$ cat src/rtl/pmux_pkg.sv
package pmux_pkg;
   localparam int unsigned PORT_W = 8;

   // register addresses
   localparam int unsigned ADDR_LATCH = 0;
   localparam int unsigned ADDR_DIR   = 1;
   localparam int unsigned ADDR_LEVEL = 2;

   // pin positions decoded by the serial engines
   localparam int unsigned PIN_SS     = 7;
   localparam int unsigned PIN_SCK    = 6;
   localparam int unsigned PIN_MOSI   = 5;
   localparam int unsigned PIN_MISO   = 4;
   localparam int unsigned PIN_U1_TX  = 3;
   localparam int unsigned PIN_U1_RX  = 2;
   localparam int unsigned PIN_U0_TX  = 1;
   localparam int unsigned PIN_U0_RX  = 0;

   // value seen by a disabled engine on its receive lines
   localparam logic RCV_IDLE = 1'b1;

   typedef struct packed {
      logic [PORT_W-1:0] own;
      logic [PORT_W-1:0] oe;
      logic [PORT_W-1:0] val;
   } pin_claim_t;
endpackage

$ cat src/rtl/pmux_sync.sv
module pmux_sync #(
   parameter int unsigned W      = 8,
   parameter int unsigned STAGES = 2
) (
   input  logic         clk,
   input  logic         rst_n,
   input  logic [W-1:0] d,
   output logic [W-1:0] q
);
   generate
      if (STAGES < 2) begin : g_bad_stages
         $error("pmux_sync: STAGES must be at least 2");
      end
      if (W < 1) begin : g_bad_width
         $error("pmux_sync: W must be at least 1");
      end
   endgenerate

   logic [STAGES-1:0][W-1:0] chain;

   always_ff @(posedge clk or negedge rst_n) begin
      if (!rst_n) begin
         chain <= '0;
      end else begin
         chain <= {chain[STAGES-2:0], d};
      end
   end

   assign q = chain[STAGES-1];
endmodule

$ cat src/rtl/pmux_regs.sv
module pmux_regs
   import pmux_pkg::*;
#(
   parameter int unsigned ADDR_W = 2
) (
   input  logic              clk,
   input  logic              rst_n,
   input  logic [ADDR_W-1:0] addr,
   input  logic              we,
   input  logic [PORT_W-1:0] wdata,
   input  logic [PORT_W-1:0] level,
   output logic [PORT_W-1:0] rdata,
   output logic [PORT_W-1:0] latch_q,
   output logic [PORT_W-1:0] dir_q
);
   localparam logic [ADDR_W-1:0] A_LATCH = ADDR_W'(ADDR_LATCH);
   localparam logic [ADDR_W-1:0] A_DIR   = ADDR_W'(ADDR_DIR);
   localparam logic [ADDR_W-1:0] A_LEVEL = ADDR_W'(ADDR_LEVEL);

   logic              hit_latch, hit_dir, hit_level;
   logic [PORT_W-1:0] latch_view;

   assign hit_latch = (addr == A_LATCH);
   assign hit_dir   = (addr == A_DIR);
   assign hit_level = (addr == A_LEVEL);

   // output latch: no reset, keeps contents across reset
   always_ff @(posedge clk) begin
      if (rst_n && we && hit_latch) begin
         latch_q <= wdata;
      end
   end

   always_ff @(posedge clk or negedge rst_n) begin
      if (!rst_n) begin
         dir_q <= '0;
      end else if (we && hit_dir) begin
         dir_q <= wdata;
      end
   end

   // per-bit read-back choice for the latch address
   generate
      for (genvar b = 0; b < PORT_W; b++) begin : g_view
         assign latch_view[b] = dir_q[b] ? latch_q[b] : level[b];
      end
   endgenerate

   always_comb begin
      rdata = '0;
      if (hit_latch) rdata = latch_view;
      if (hit_dir)   rdata = dir_q;
      if (hit_level) rdata = level;
   end
endmodule

$ cat src/rtl/pmux_route.sv
module pmux_route
   import pmux_pkg::*;
(
   input  logic              spi_en,
   input  logic              spi_master,
   input  logic              spi_ss_drv,
   input  logic              spi_sck_drv,
   input  logic              spi_mosi_drv,
   input  logic              spi_miso_drv,
   input  logic              uart0_en,
   input  logic              uart0_tx_drv,
   input  logic              uart1_en,
   input  logic              uart1_tx_drv,
   input  logic [PORT_W-1:0] latch_q,
   input  logic [PORT_W-1:0] dir_q,
   input  logic [PORT_W-1:0] pin_in,
   output logic [PORT_W-1:0] pin_oe,
   output logic [PORT_W-1:0] pin_out,
   output logic              spi_ss_rcv,
   output logic              spi_sck_rcv,
   output logic              spi_mosi_rcv,
   output logic              spi_miso_rcv,
   output logic              uart0_rx_rcv,
   output logic              uart1_rx_rcv
);
   pin_claim_t claim;

   // engine claims; the groups are disjoint, any claim beats GPIO
   always_comb begin
      claim = '0;
      if (spi_en) begin
         claim.own[PIN_SS]   = 1'b1;
         claim.own[PIN_SCK]  = 1'b1;
         claim.own[PIN_MOSI] = 1'b1;
         claim.own[PIN_MISO] = 1'b1;
         claim.oe[PIN_SS]    = spi_master;
         claim.oe[PIN_SCK]   = spi_master;
         claim.oe[PIN_MOSI]  = spi_master;
         claim.oe[PIN_MISO]  = ~spi_master;
         claim.val[PIN_SS]   = spi_ss_drv;
         claim.val[PIN_SCK]  = spi_sck_drv;
         claim.val[PIN_MOSI] = spi_mosi_drv;
         claim.val[PIN_MISO] = spi_miso_drv;
      end
      if (uart1_en) begin
         claim.own[PIN_U1_TX] = 1'b1;
         claim.own[PIN_U1_RX] = 1'b1;
         claim.oe[PIN_U1_TX]  = 1'b1;
         claim.val[PIN_U1_TX] = uart1_tx_drv;
      end
      if (uart0_en) begin
         claim.own[PIN_U0_TX] = 1'b1;
         claim.own[PIN_U0_RX] = 1'b1;
         claim.oe[PIN_U0_TX]  = 1'b1;
         claim.val[PIN_U0_TX] = uart0_tx_drv;
      end
   end

   generate
      for (genvar p = 0; p < PORT_W; p++) begin : g_pad
         assign pin_oe[p]  = claim.own[p] ? claim.oe[p] : dir_q[p];
         assign pin_out[p] = claim.own[p] ? (claim.oe[p] & claim.val[p])
                                          : latch_q[p];
      end
   endgenerate

   assign spi_ss_rcv   = spi_en   ? pin_in[PIN_SS]    : RCV_IDLE;
   assign spi_sck_rcv  = spi_en   ? pin_in[PIN_SCK]   : RCV_IDLE;
   assign spi_mosi_rcv = spi_en   ? pin_in[PIN_MOSI]  : RCV_IDLE;
   assign spi_miso_rcv = spi_en   ? pin_in[PIN_MISO]  : RCV_IDLE;
   assign uart1_rx_rcv = uart1_en ? pin_in[PIN_U1_RX] : RCV_IDLE;
   assign uart0_rx_rcv = uart0_en ? pin_in[PIN_U0_RX] : RCV_IDLE;
endmodule

$ cat src/rtl/pmux_port.sv
module pmux_port
   import pmux_pkg::*;
#(
   parameter int unsigned ADDR_W      = 2,
   parameter int unsigned SYNC_STAGES = 2
) (
   input  logic              clk,
   input  logic              rst_n,
   input  logic [ADDR_W-1:0] reg_addr,
   input  logic              reg_we,
   input  logic [PORT_W-1:0] reg_wdata,
   output logic [PORT_W-1:0] reg_rdata,
   input  logic [PORT_W-1:0] pin_in,
   output logic [PORT_W-1:0] pin_oe,
   output logic [PORT_W-1:0] pin_out,
   input  logic              spi_en,
   input  logic              spi_master,
   input  logic              spi_ss_drv,
   input  logic              spi_sck_drv,
   input  logic              spi_mosi_drv,
   input  logic              spi_miso_drv,
   output logic              spi_ss_rcv,
   output logic              spi_sck_rcv,
   output logic              spi_mosi_rcv,
   output logic              spi_miso_rcv,
   input  logic              uart0_en,
   input  logic              uart0_tx_drv,
   output logic              uart0_rx_rcv,
   input  logic              uart1_en,
   input  logic              uart1_tx_drv,
   output logic              uart1_rx_rcv
);
   generate
      if (ADDR_W < 2) begin : g_bad_addr
         $error("pmux_port: ADDR_W must cover three registers");
      end
      if (SYNC_STAGES < 2) begin : g_bad_sync
         $error("pmux_port: SYNC_STAGES must be at least 2");
      end
   endgenerate

   logic [PORT_W-1:0] level;
   logic [PORT_W-1:0] latch_q;
   logic [PORT_W-1:0] dir_q;

   pmux_sync #(
      .W      (PORT_W),
      .STAGES (SYNC_STAGES)
   ) u_sync (
      .clk   (clk),
      .rst_n (rst_n),
      .d     (pin_in),
      .q     (level)
   );

   pmux_regs #(
      .ADDR_W (ADDR_W)
   ) u_regs (
      .clk     (clk),
      .rst_n   (rst_n),
      .addr    (reg_addr),
      .we      (reg_we),
      .wdata   (reg_wdata),
      .level   (level),
      .rdata   (reg_rdata),
      .latch_q (latch_q),
      .dir_q   (dir_q)
   );

   pmux_route u_route (
      .spi_en       (spi_en),
      .spi_master   (spi_master),
      .spi_ss_drv   (spi_ss_drv),
      .spi_sck_drv  (spi_sck_drv),
      .spi_mosi_drv (spi_mosi_drv),
      .spi_miso_drv (spi_miso_drv),
      .uart0_en     (uart0_en),
      .uart0_tx_drv (uart0_tx_drv),
      .uart1_en     (uart1_en),
      .uart1_tx_drv (uart1_tx_drv),
      .latch_q      (latch_q),
      .dir_q        (dir_q),
      .pin_in       (pin_in),
      .pin_oe       (pin_oe),
      .pin_out      (pin_out),
      .spi_ss_rcv   (spi_ss_rcv),
      .spi_sck_rcv  (spi_sck_rcv),
      .spi_mosi_rcv (spi_mosi_rcv),
      .spi_miso_rcv (spi_miso_rcv),
      .uart0_rx_rcv (uart0_rx_rcv),
      .uart1_rx_rcv (uart1_rx_rcv)
   );
endmodule

$ cat config.mk
export PLATFORM = sky130hd
export DESIGN_NAME = pmux_port
export DESIGN_NICKNAME = d
export VERILOG_FILES = /design/src/rtl/pmux_pkg.sv /design/src/rtl/pmux_sync.sv /design/src/rtl/pmux_regs.sv /design/src/rtl/pmux_route.sv /design/src/rtl/pmux_port.sv
export SDC_FILE = /design/constraint.sdc
export NUM_CORES = 1
export LEC_CHECK = 0
export BUFFER_PORTS_ARGS = -buffer_cell sky130_fd_sc_hd__buf_2
export CAP_MARGIN = 20
export CORE_MARGIN = 10
export CORE_UTILIZATION = 40
export DETAILED_ROUTE_END_ITERATION = 6
export PLACE_DENSITY_LB_ADDON = 0.1
export SYNTH_ARGS = -nofsm -noshare
export SYNTH_HDL_FRONTEND = slang
export SYNTH_HIERARCHICAL = 1
export SYNTH_SLANG_ARGS = --single-unit
$ cat constraint.sdc
create_clock -name clk -period 1.4 [get_ports clk]
set_input_delay 0.07 -clock clk [delete_from_list [all_inputs] [get_ports clk]]
set_output_delay 0.07 -clock clk [all_outputs]
set_load 0.01 [all_outputs]
### After elaboration in Yosys (flattened, before gate mapping)

Index checks and enable logic that the tools add are counted.
W data, S select, Z words.

| storage, ports and cells | value |
|---|---|
| logic and storage cells | 59 |
| output and inout port bits | 30 |
| ROM bits | 0 |
| bits in registers | 32 |
| memories kept | 0 |
| latch bits | 0 |
| memory bits (writable) | 0 |
| input bits | 31 |

| operators by class | value |
|---|---|
| multipliers | 0 |
| magnitude comparators | 0 |
| add/sub/neg operators | 0 |
| divide/modulo/power cells | 0 |
| reductions and logical operators | 4 |
| shift-type cells | 0 |
| bitwise gates (word level) | 7 |
| eq/ne operators | 2 |
| multiplexer cells | 42 |

Operators with widths:

| cell | count |
|---|---|
| $mux W1 | 34 |
| $mux W8 | 3 |
| $mux W4 | 3 |
| $and A1 B1 Y1 | 6 |
| $mux W2 | 2 |
| $logic_and A1 B1 Y1 | 3 |
| $eq A2 B1 Y1 const B | 1 |
| $eq A2 B2 Y1 const B | 1 |
| $logic_not A2 Y1 | 1 |
| $not A1 Y1 | 1 |

### Depth between registers and ports, before layout

Gate-level depths: netlist (run 1).

| logic depth | value |
|---|---|
| depth after elaboration | 4 |
| gate-level depth with buffers | 4 |

### Modules after synthesis

Netlist (run 1), hierarchy kept.

By module, submodules not included:

| module | cells each | seq. area each (um^2) | times used | area each (um^2) |
|---|---|---|---|---|
| pmux_regs | 61 | 440.4 | 1 | 779.5 |
| pmux_sync | 24 | 400.4 | 1 | 460.4 |
| pmux_route | 36 | 0.0 | 1 | 215.2 |

### Worst setup path after synthesis (run 1)

No wires, ideal clock.

| timing path | value |
|---|---|
| path kind | input to register |
| start | in reg_addr[0] |
| end | reg u_regs.latch_q[0] (enable) |
| setup time | 0.383 ns |
| required time | 1.017 ns |
| stages on the path | 3 |
| setup slack | -0.003 ns |
| path buffers | 2 |
| arrival | 1.020 ns |
| cell sequence | buf_2 > buf_2 > nor3_1 |

| between the ends | value |
|---|---|
| cells in the longest elaborated chain, start to end | 2 |

Ends and longest elaborated chain:

| what | RTL line | RTL |
|---|---|---|
| start, declared | pmux_port.sv:9 | `input logic [ADDR_W-1:0] reg_addr,` |
| $logic_not A2 Y1 | pmux_regs.sv:23 | `assign hit_latch = (addr == A_LATCH);` |
| $logic_and A1 B1 Y1 | pmux_regs.sv:29 | `if (rst_n && we && hit_latch) begin` |
| end signal, assigned | pmux_regs.sv:30 | `latch_q <= wdata;` |
| end, declared | pmux_regs.sv:13 | `output logic [PORT_W-1:0] latch_q,` |

Every way passes these cells.
A chain may end at the register's enable or synchronous reset.

### Worst setup path in the final report (run 1)

| timing path | value |
|---|---|
| start | reg u_regs.dir_q[6] |
| end | out reg_rdata[6] |

| between the ends | value |
|---|---|
| cells in the longest elaborated chain, start to end | 4 |

Ends and longest elaborated chain:

| what | RTL line | RTL |
|---|---|---|
| start, declared | pmux_regs.sv:14 | `output logic [PORT_W-1:0] dir_q` |
| start signal, assigned | pmux_regs.sv:38 | `dir_q <= wdata;` |
| $mux W1 | pmux_regs.sv:45 | `assign latch_view[b] = dir_q[b] ? latch_q[b] : level[b];` |
| $mux W8 | pmux_regs.sv:51 | `if (hit_latch) rdata = latch_view;` |
| $mux W8 * | pmux_regs.sv:52 | `if (hit_dir) rdata = dir_q;` |
| $mux W8 * | pmux_regs.sv:53 | `if (hit_level) rdata = level;` |
| end, declared | pmux_port.sv:12 | `output logic [PORT_W-1:0] reg_rdata,` |

Every way passes the cells marked *; elsewhere a longest branch is shown, timed or not.

==> impl_metrics.yaml, run 1 <==
final_layout:
  drive_gt1_share_pct: 42.9
  finalNetCount: 228
  diodes: 0
  syn_to_final_growth_pct: 36.3
  seqCellArea_um2: 841
  multi_input_area_um2: 510
  fill_cells: 310
  stdcell_count: 244
placed_design:
  dp_hpwl_um: 2700
  place_congestion: 0.795
  port-buffer-count: 60
  dpl.cell_count: 219
  pre_cts_slack_ns: 0.350
detailed_routing:
  wl_met3_um: 278
  initialDrtViolationCount: 38
  wl_met1_um: 1450
  drt-pass1-iter-count: 5
  vias: 1115
  ant_nets: 0
  top_layer_used: "met4"
  routedWlPerCell_um: 14.4
  route.met2.wl_um: 1730
  wl_um: 3510
  drc_errors: 0
  vias_per_cell: 4.57
critical_path:
  cp.arrival_ns: 1.20
  cp_slowest_cell: "dfrtp_1"
  critPathCaptureType: "output pin"
  crit_buf_inv: 1
  ff2ff_setup_slack_ns: 0.61
  crit_path_cell_trace: "nor2b_2, mux2i_1, buf_2"
  critical_path.startpoint: "u_regs/dir_q[6]"
  start_kind: "register"
  critical-path-max-stage-delay_ns: 0.37
  critPathMaxFanout: 3
  rr_startpoint: "u_regs/dir_q[4]"
  criticalPathCategory: "register to output pin"
  worstSetupEndpoint: "reg_rdata[6]"
  critPathRequiredTime_ns: 1.33
  cp_num_cells: 3
  r2r_cells: 1
  r2r_end: "u_regs/dir_q[4]"
  path_delay_family: "flip-flops"
floorplan:
  fp.dieW_um: 80.3
  ios: 61
  die_area_um2: 6450
  die_h_um: 80.3
  core_um2: 3420
  initial_core_util_pct: 42.6
  rows: 21
job:
  maxCapViolCount: 0
timing:
  holdWs_ns: 0.167
  max_slew.worst_pin.slew_ns: 0.302
  fin_ws_ns: 0.132
  setup_tns_ns: 0
  hold_viol_final: 0
  setup_viol: 0
  drv_slew: 0
  fin_crit_sh_pct: 90.6
  finClkSkew_ns: 0.000400
  slew_headroom_pct: 79.9
  max_freq_mhz: 788
  final.min_clock_period_ns: 1.27
  rsz0062_at_grt: "false"
synth:
  synth_nets: 152
  synth_top_area_share_pct: 41.3
  synth_cell_type_count: 19
  syn_avg_cell_area_um2: 12.0
  yosys_warnings: 6
  syn_inst: 121
  synth_area_um2: 1460
  ys_seq_elements: 32
  yosysSeqAreaShare_pct: 57.8
  synth_top_area_cell: "dfrtp_1"
  netlist_top_cells_area: "dfrtp_1 41%, edfxtp_1 17%, mux2_2 7.7%"
global_routing:
  grt_start_max_net_pins: 25
  grt-ovfl-total: 0
  grt_pass1_vias: 1230
  antenna_found_initial: 0
  grt_pass1_wl_um: 5810
  grt_usage_pct: 11.5
pwr:
  power_uw: 1980
  irDropWorstVdd_mv: 0.472
  p_leak_uw: 0.000986
  power_density_nw_per_um2: 996
clock_network:
  cts.clk_slew.worst_paths_ns: 0.10
  cts_made_buffers: 5
  cts_root_buffer: "clkbuf_4"
  cts_tree: "built"
  clock-sinks: 32
  clockBufferDepth: 2
  clk_latency_ns: 0.32
  cts_post_setup_buffers_inserted: 0
  htree_levels: 2
hold_path:
  min_path_type: "primary input to register"
run_status:
  status: "finished clean"
per-layer routing:
layer,vias up,GRT usage [%]
met5,-,0
met4,0,4.75
met2,38,18.7
met3,6,5.46
met1,532,12.6
li1,539,-
repair_timing:
item,in CTS,in global routing
setup endpoints to repair,0,1
resized for setup,0,1
endpoints found under the hold margin,48,0
hold buffers,17,0
cells by family after synthesis:
family / share of synthesized area (%)
simple gates: 18.2
flops: 57.8
mux: 13.9
buf+inv: 7.65
compound gates: 2.41
Yosys cell counts:
cell type / instances
or2b_1: 4
nand3b_4: 1
nor3_1: 1
nand3b_1: 1
o21ai_0: 7
nor2b_1: 5
nand2b_1: 17
nand3_1: 3
nor2_1: 8
edfxtp_1: 8
mux2_2: 10
mux2i_1: 9
buf_6: 1
buf_2: 2
or2_2: 2
inv_1: 8
dfrtp_1: 24
buf_4: 8
nand2_1: 2
worst min-delay path by stage:
stage                        end  slack (ns)  startpoint  depth (start not counted)
2_1_floorplan    u_regs/dir_q[0]       -0.23       rst_n                          0
3_3_place_gp     u_sync/chain[5]        0.11       rst_n                          2
3_5_place_dp     u_sync/chain[5]        0.11       rst_n                          2
4_1_cts        u_regs/latch_q[4]        0.14      reg_we                          3
5_1_grt        u_regs/latch_q[5]        0.16      reg_we                          3
6_report       u_regs/latch_q[5]        0.17      reg_we                          3
cell type report:
cell class	count	area share, %
clock buffers	5	1.89
clock inverters	3	0.694
inverters	8	1.51
multi-input cells	70	25.7
flip-flops and latches	32	42.4
well taps	46	2.90
repair buffers	80	24.9
sequential cells by signal, summed over array words and instances, names as in the netlist:
register / flops
u_regs/dir_q: 8
u_sync/chain: 8
u_sync/q: 8
u_regs/latch_q: 8
layout by cell type, fill, tap and decap left out, drive strengths merged:
master and instances:
buf 63, dfrtp 24, dlygate4sd3 17, nand2b 17, mux2 10, mux2i 9, nor2 8, edfxtp 8
inv 8, o21ai 7, clkbuf 5, nor2b 5, or2b 4, nand3 3, clkinv 3, nand2 2
or2 2, nand3b 2, nor3 1
where the power goes:
part / total, uW / leakage [uW] / internal, uW / switching, uW
sequential: 1070 / 0.000354 / 1030 / 40.7
combinational: 415 / 0.000600 / 221 / 193
clock: 489 / 0.0000324 / 184 / 305
metrics by stage:
step                      utilization [%]  area [um2]
after floorplan                         -        1460
after global placement               51.5        1760
after detailed placement             51.5        1760
after CTS                            58.0        1980
after global routing                 58.1        1980
final                                58.1        1980
tightest hold or removal path: stages:
cell and delay, ns:
buf_2 0.13, nand2_1 0.07, nor3_2 0.05
No activity file was read; power rests on OpenSTA's default activity.
==> run 2: changes to the inputs <==
--- a/constraint.sdc
+++ b/constraint.sdc
@@ -3,2 +3,2 @@
 set_output_delay 0.07 -clock clk [all_outputs]
-set_load 0.01 [all_outputs]
+set_load 0.1 [all_outputs]
==> run 2 against run 1 <==
Compared with the run above: fmax fell by 9.3%; global-route usage rose by 0.96 points; register-to-register slack got worse by 0.22 ns; cell area rose by 23%; first-iteration DRC count fell by 55%; non-clock buffer count rose by 5; setup slack got worse by 0.13 ns; critical path depth did not move; final cell count rose by 2.0%.
==> impl_metrics.yaml, run 2 (synthesis gave the netlist of run 1 again) <==
run_status:
  status: "finished clean"
job:
  maxCapViolCount: 0
pwr:
  p_leak_uw: 0.00109
  irDropWorstVdd_mv: 0.939
  power_density_nw_per_um2: 1200
floorplan:
  die_h_um: 80.3
  initial_core_util_pct: 42.6
  ios: 61
  core_um2: 3420
  rows: 21
  fp.dieW_um: 80.3
  die_area_um2: 6450
critical_path:
  critPathRequiredTime_ns: 1.33
  crit_buf_inv: 1
  critPathMaxFanout: 3
  critical-path-max-stage-delay_ns: 0.40
  start_kind: "register"
  cp.arrival_ns: 1.33
  critPathCaptureType: "output pin"
  crit_path_cell_trace: "nand2b_1, mux2i_4, buf_12"
  criticalPathCategory: "register to output pin"
  cp_slowest_cell: "dfrtp_1"
  path_delay_family: "flip-flops"
global_routing:
  grt_usage_pct: 12.5
  grt-ovfl-total: 0
  grt_pass1_vias: 1321
  antenna_found_initial: 0
  grt_pass1_wl_um: 6130
  grt_start_max_net_pins: 25
final_layout:
  syn_to_final_growth_pct: 67.2
  diodes: 0
  mostFrequentLayoutCell: "buf_2"
  finalNetCount: 233
  layout_common_cells: "40 x buf_2, 24 x dfrtp_1, 17 x dlygate4sd3_1, 17 x nand2b_1, 16 x buf_12"
  drive_gt1_share_pct: 53.7
timing:
  rsz0062_at_grt: "true"
  final.min_clock_period_ns: 1.40
  slew_headroom_pct: 67.2
  holdWs_ns: 0.224
  hold_viol_final: 0
  max_slew.worst_pin.slew_ns: 0.496
  finClkSkew_ns: 0.000538
  setup_viol: 0
  max_freq_mhz: 715
  fin_crit_sh_pct: 99.9
  setup_tns_ns: 0
  drv_slew: 0
detailed_routing:
  vias_per_cell: 4.57
  wl_um: 3900
  routedWlPerCell_um: 15.7
  vias: 1138
  drc_errors: 0
  initialDrtViolationCount: 17
  ant_nets: 0
  drt-pass1-iter-count: 4
clock_network:
  cts.clk_slew.worst_paths_ns: 0.10
  htree_levels: 2
  cts_tree: "built"
  clk_latency_ns: 0.32
  cts_made_buffers: 5
  clock-sinks: 32
  clockBufferDepth: 2
  cts_root_buffer: "clkbuf_4"
placed_design:
  dp_hpwl_um: 3030
  port-buffer-count: 60
  place_congestion: 0.741
hold_path:
  min_path_type: "primary input to register"
run 2: final timing paths:
check | from | endpoint | slack (ns) | cells past startpoint
worst max-delay path | u_regs/dir_q[3] | reg_rdata[3] | 0.001 | 3
worst min-delay path | reg_we | u_regs/dir_q[1] | 0.22 | 3
worst max register to register | u_regs/dir_q[6] | u_regs/dir_q[6] | 0.39 | 3
worst min register to register | u_sync/chain[1] | u_sync/q[1] | 0.35 | 0
max in group asynchronous | rst_n | u_sync/chain[5] | 0.87 | 3
min in group asynchronous | rst_n | u_sync/chain[3] | 0.28 | 3
run 2: report_power, final:
group	total [uW]	leakage [uW]	switching (uW)	internal, uW
Sequential	1070	0.000354	37.1	1030
Combinational	1320	0.000708	840	477
Clock	529	0.0000326	281	248
run 2: final cells by class:
type / count / area, um2
clock buffer: 8 / 58.8
sequential: 32 / 841
multi-input combinational: 70 / 664
inverter: 8 / 30.0
timing repair buffer: 85 / 781
fill: 255 / 983
tap: 46 / 57.6
run 2: worst reg2reg max path, cell delays in order (launching register included):
cell and delay, ns:
dfrtp_1 0.39, buf_4 0.13, buf_4 0.12, mux2_2 0.26
run 2: repair_timing:
action                                  CTS  global route
endpoints found under the setup margin    8            12
setup buffers                             3             2
pin swaps                                 0             0
hold buffers                             17             0
endpoints found under the hold margin    48             0
resized for setup                         2             7
run 2: stage by stage:
stage	worst slack (ns)	cells	total power, uW	cell area [um2]	utilization (%)
after floorplan	0.0357	121	1970	1610	-
after global placement	0.270	219	2300	2150	62.9
after detailed placement	0.213	219	2330	2150	62.9
after CTS	-0.0263	247	2930	2410	70.5
after global routing	-0.0794	249	3030	2430	71.2
final	0.00120	249	2910	2430	71.2
run 2: layer usage:
metal	up-vias	global-route usage [%]	routed length, um
met5	-	0	0
met4	0	5.11	91
met3	6	5.23	248
met2	35	22.9	2140
met1	548	11.9	1420
li1	549	-	-
==> run 3: changes to the inputs <==
- CORE_MARGIN: 10 -> 5
- SKIP_CTS_REPAIR_TIMING: unset -> 1
==> run 3 against run 2 <==
Compared with the run above: the flow now finishes with violations (negative setup slack); non-clock buffer count down 3; worst hold slack better by 0.0029 ns; sequential share of layout area grew 0.67 points.
==> impl_metrics.yaml, run 3 (synthesis gave the netlist of run 1 again) <==
run_status:
  status: "complete, but fails checks"
  violations: "negative setup slack"
timing:
  max_slew.worst_pin.slew_ns: 0.488
  finClkSkew_ns: 0.000135
  fin_ws_ns: -0.0113
  hold_viol_final: 0
  drv_slew: 0
  max_freq_mhz: 709
  slew_headroom_pct: 67.7
  rsz0062_at_grt: "true"
  setup_tns_ns: -0.0139
  fin_crit_sh_pct: 101
  final.min_clock_period_ns: 1.41
  setup_viol: 2
detailed_routing:
  wl_um: 3500
  routedWlPerCell_um: 14.3
  initialDrtViolationCount: 18
  vias_per_cell: 4.67
  ant_nets: 0
  drt-pass1-iter-count: 4
  drc_errors: 0
  vias: 1145
clock_network:
  clk_latency_ns: 0.31
  cts_root_buffer: "clkbuf_4"
  cts_made_buffers: 5
  clock-sinks: 32
  cts_tree: "built"
  cts.clk_slew.worst_paths_ns: 0.08
  htree_levels: 2
  clockBufferDepth: 2
pwr:
  power_density_nw_per_um2: 1160
  p_leak_uw: 0.00107
  irDropWorstVdd_mv: 0.648
job:
  maxCapViolCount: 0
final_layout:
  multi_input_area_um2: 664
  final_util_pct: 66.7
  diodes: 0
  drive_gt1_share_pct: 53.3
  finalNetCount: 230
  syn_to_final_growth_pct: 64.0
  stdcell_count: 245
  fill_cells: 278
  seqCellArea_um2: 841
  mostFrequentLayoutCell: "buf_2"
  layout_common_cells: "42 x buf_2, 24 x dfrtp_1, 17 x dlygate4sd3_1, 17 x nand2b_1, 16 x buf_12"
placed_design:
  dpl.cell_count: 221
  place_congestion: 0.754
  dp_hpwl_um: 2550
  port-buffer-count: 60
global_routing:
  grt_usage_pct: 14.7
  grt_pass1_wl_um: 5710
  grt_start_max_net_pins: 25
  grt-ovfl-total: 0
  antenna_found_initial: 0
  grt_pass1_vias: 1195
floorplan:
  die_area_um2: 4940
  fp.dieW_um: 70.3
  rows: 22
  initial_core_util_pct: 40.7
  die_h_um: 70.3
  core_um2: 3580
  ios: 61
critical_path:
  start_kind: "register"
  criticalPathCategory: "register to output pin"
  cp.arrival_ns: 1.34
  critPathMaxFanout: 3
  critPathRequiredTime_ns: 1.33
  critPathCaptureType: "output pin"
hold_path:
  min_path_type: "primary input to register"
-- run 3: final timing paths --
check | to | slack (ns) | startpoint | cells after the start
max | reg_rdata[6] | -0.01 | u_regs/dir_q[6] | 3
min | u_regs/dir_q[4] | 0.23 | reg_we | 3
max reg2reg | u_regs/dir_q[7] | 0.53 | u_regs/dir_q[7] | 2
min reg2reg | u_sync/q[7] | 0.35 | u_sync/chain[7] | 0
max in group asynchronous | u_sync/q[2] | 0.84 | rst_n | 3
min in group asynchronous | u_sync/chain[4] | 0.31 | rst_n | 3
-- run 3: per-stage QoR --
stage	instance area, um2	total power [uW]	hold WS [ns]	setup slack [ns]
CTS	2190	2750	-0.246	-0.144
global placement	2150	2300	0.123	0.269
finish	2390	2770	0.227	-0.0113
global route	2390	2910	0.206	-0.0950
detailed placement	2150	2320	0.113	0.228
floorplan	1610	1970	-0.226	0.0357
-- run 3: report_power, final --
group	internal [uW]	switching [uW]
logic	455	827
registers	1030	38.5
clock network	167	256
total	1650	1120
-- run 3: metal layers --
| layer | GRT usage, % | up-vias | wire length (um) | share of wire (%) |
|---|---|---|---|---|
| li1 | - | 546 | - | - |
| met3 | 5.90 | 6 | 246 | 7.0 |
| met5 | 0 | - | 0 | 0 |
| met4 | 3.83 | 0 | 42 | 1.2 |
| met1 | 17.8 | 551 | 1410 | 40 |
| met2 | 24.2 | 42 | 1800 | 52 |
-- run 3: area by class of cell --
class | count | area share [%]
sequential | 32 | 35.2
inverter | 8 | 1.26
timing repair buffer | 82 | 31.6
tap | 48 | 2.52
clock buffer | 5 | 1.57
multi-input combinational | 70 | 27.8
-- run 3: critical path: stages (launching register included) --
cell and delay [ns]:
dfrtp_1 0.38, nor2b_4 0.19, mux2i_4 0.27, buf_12 0.20
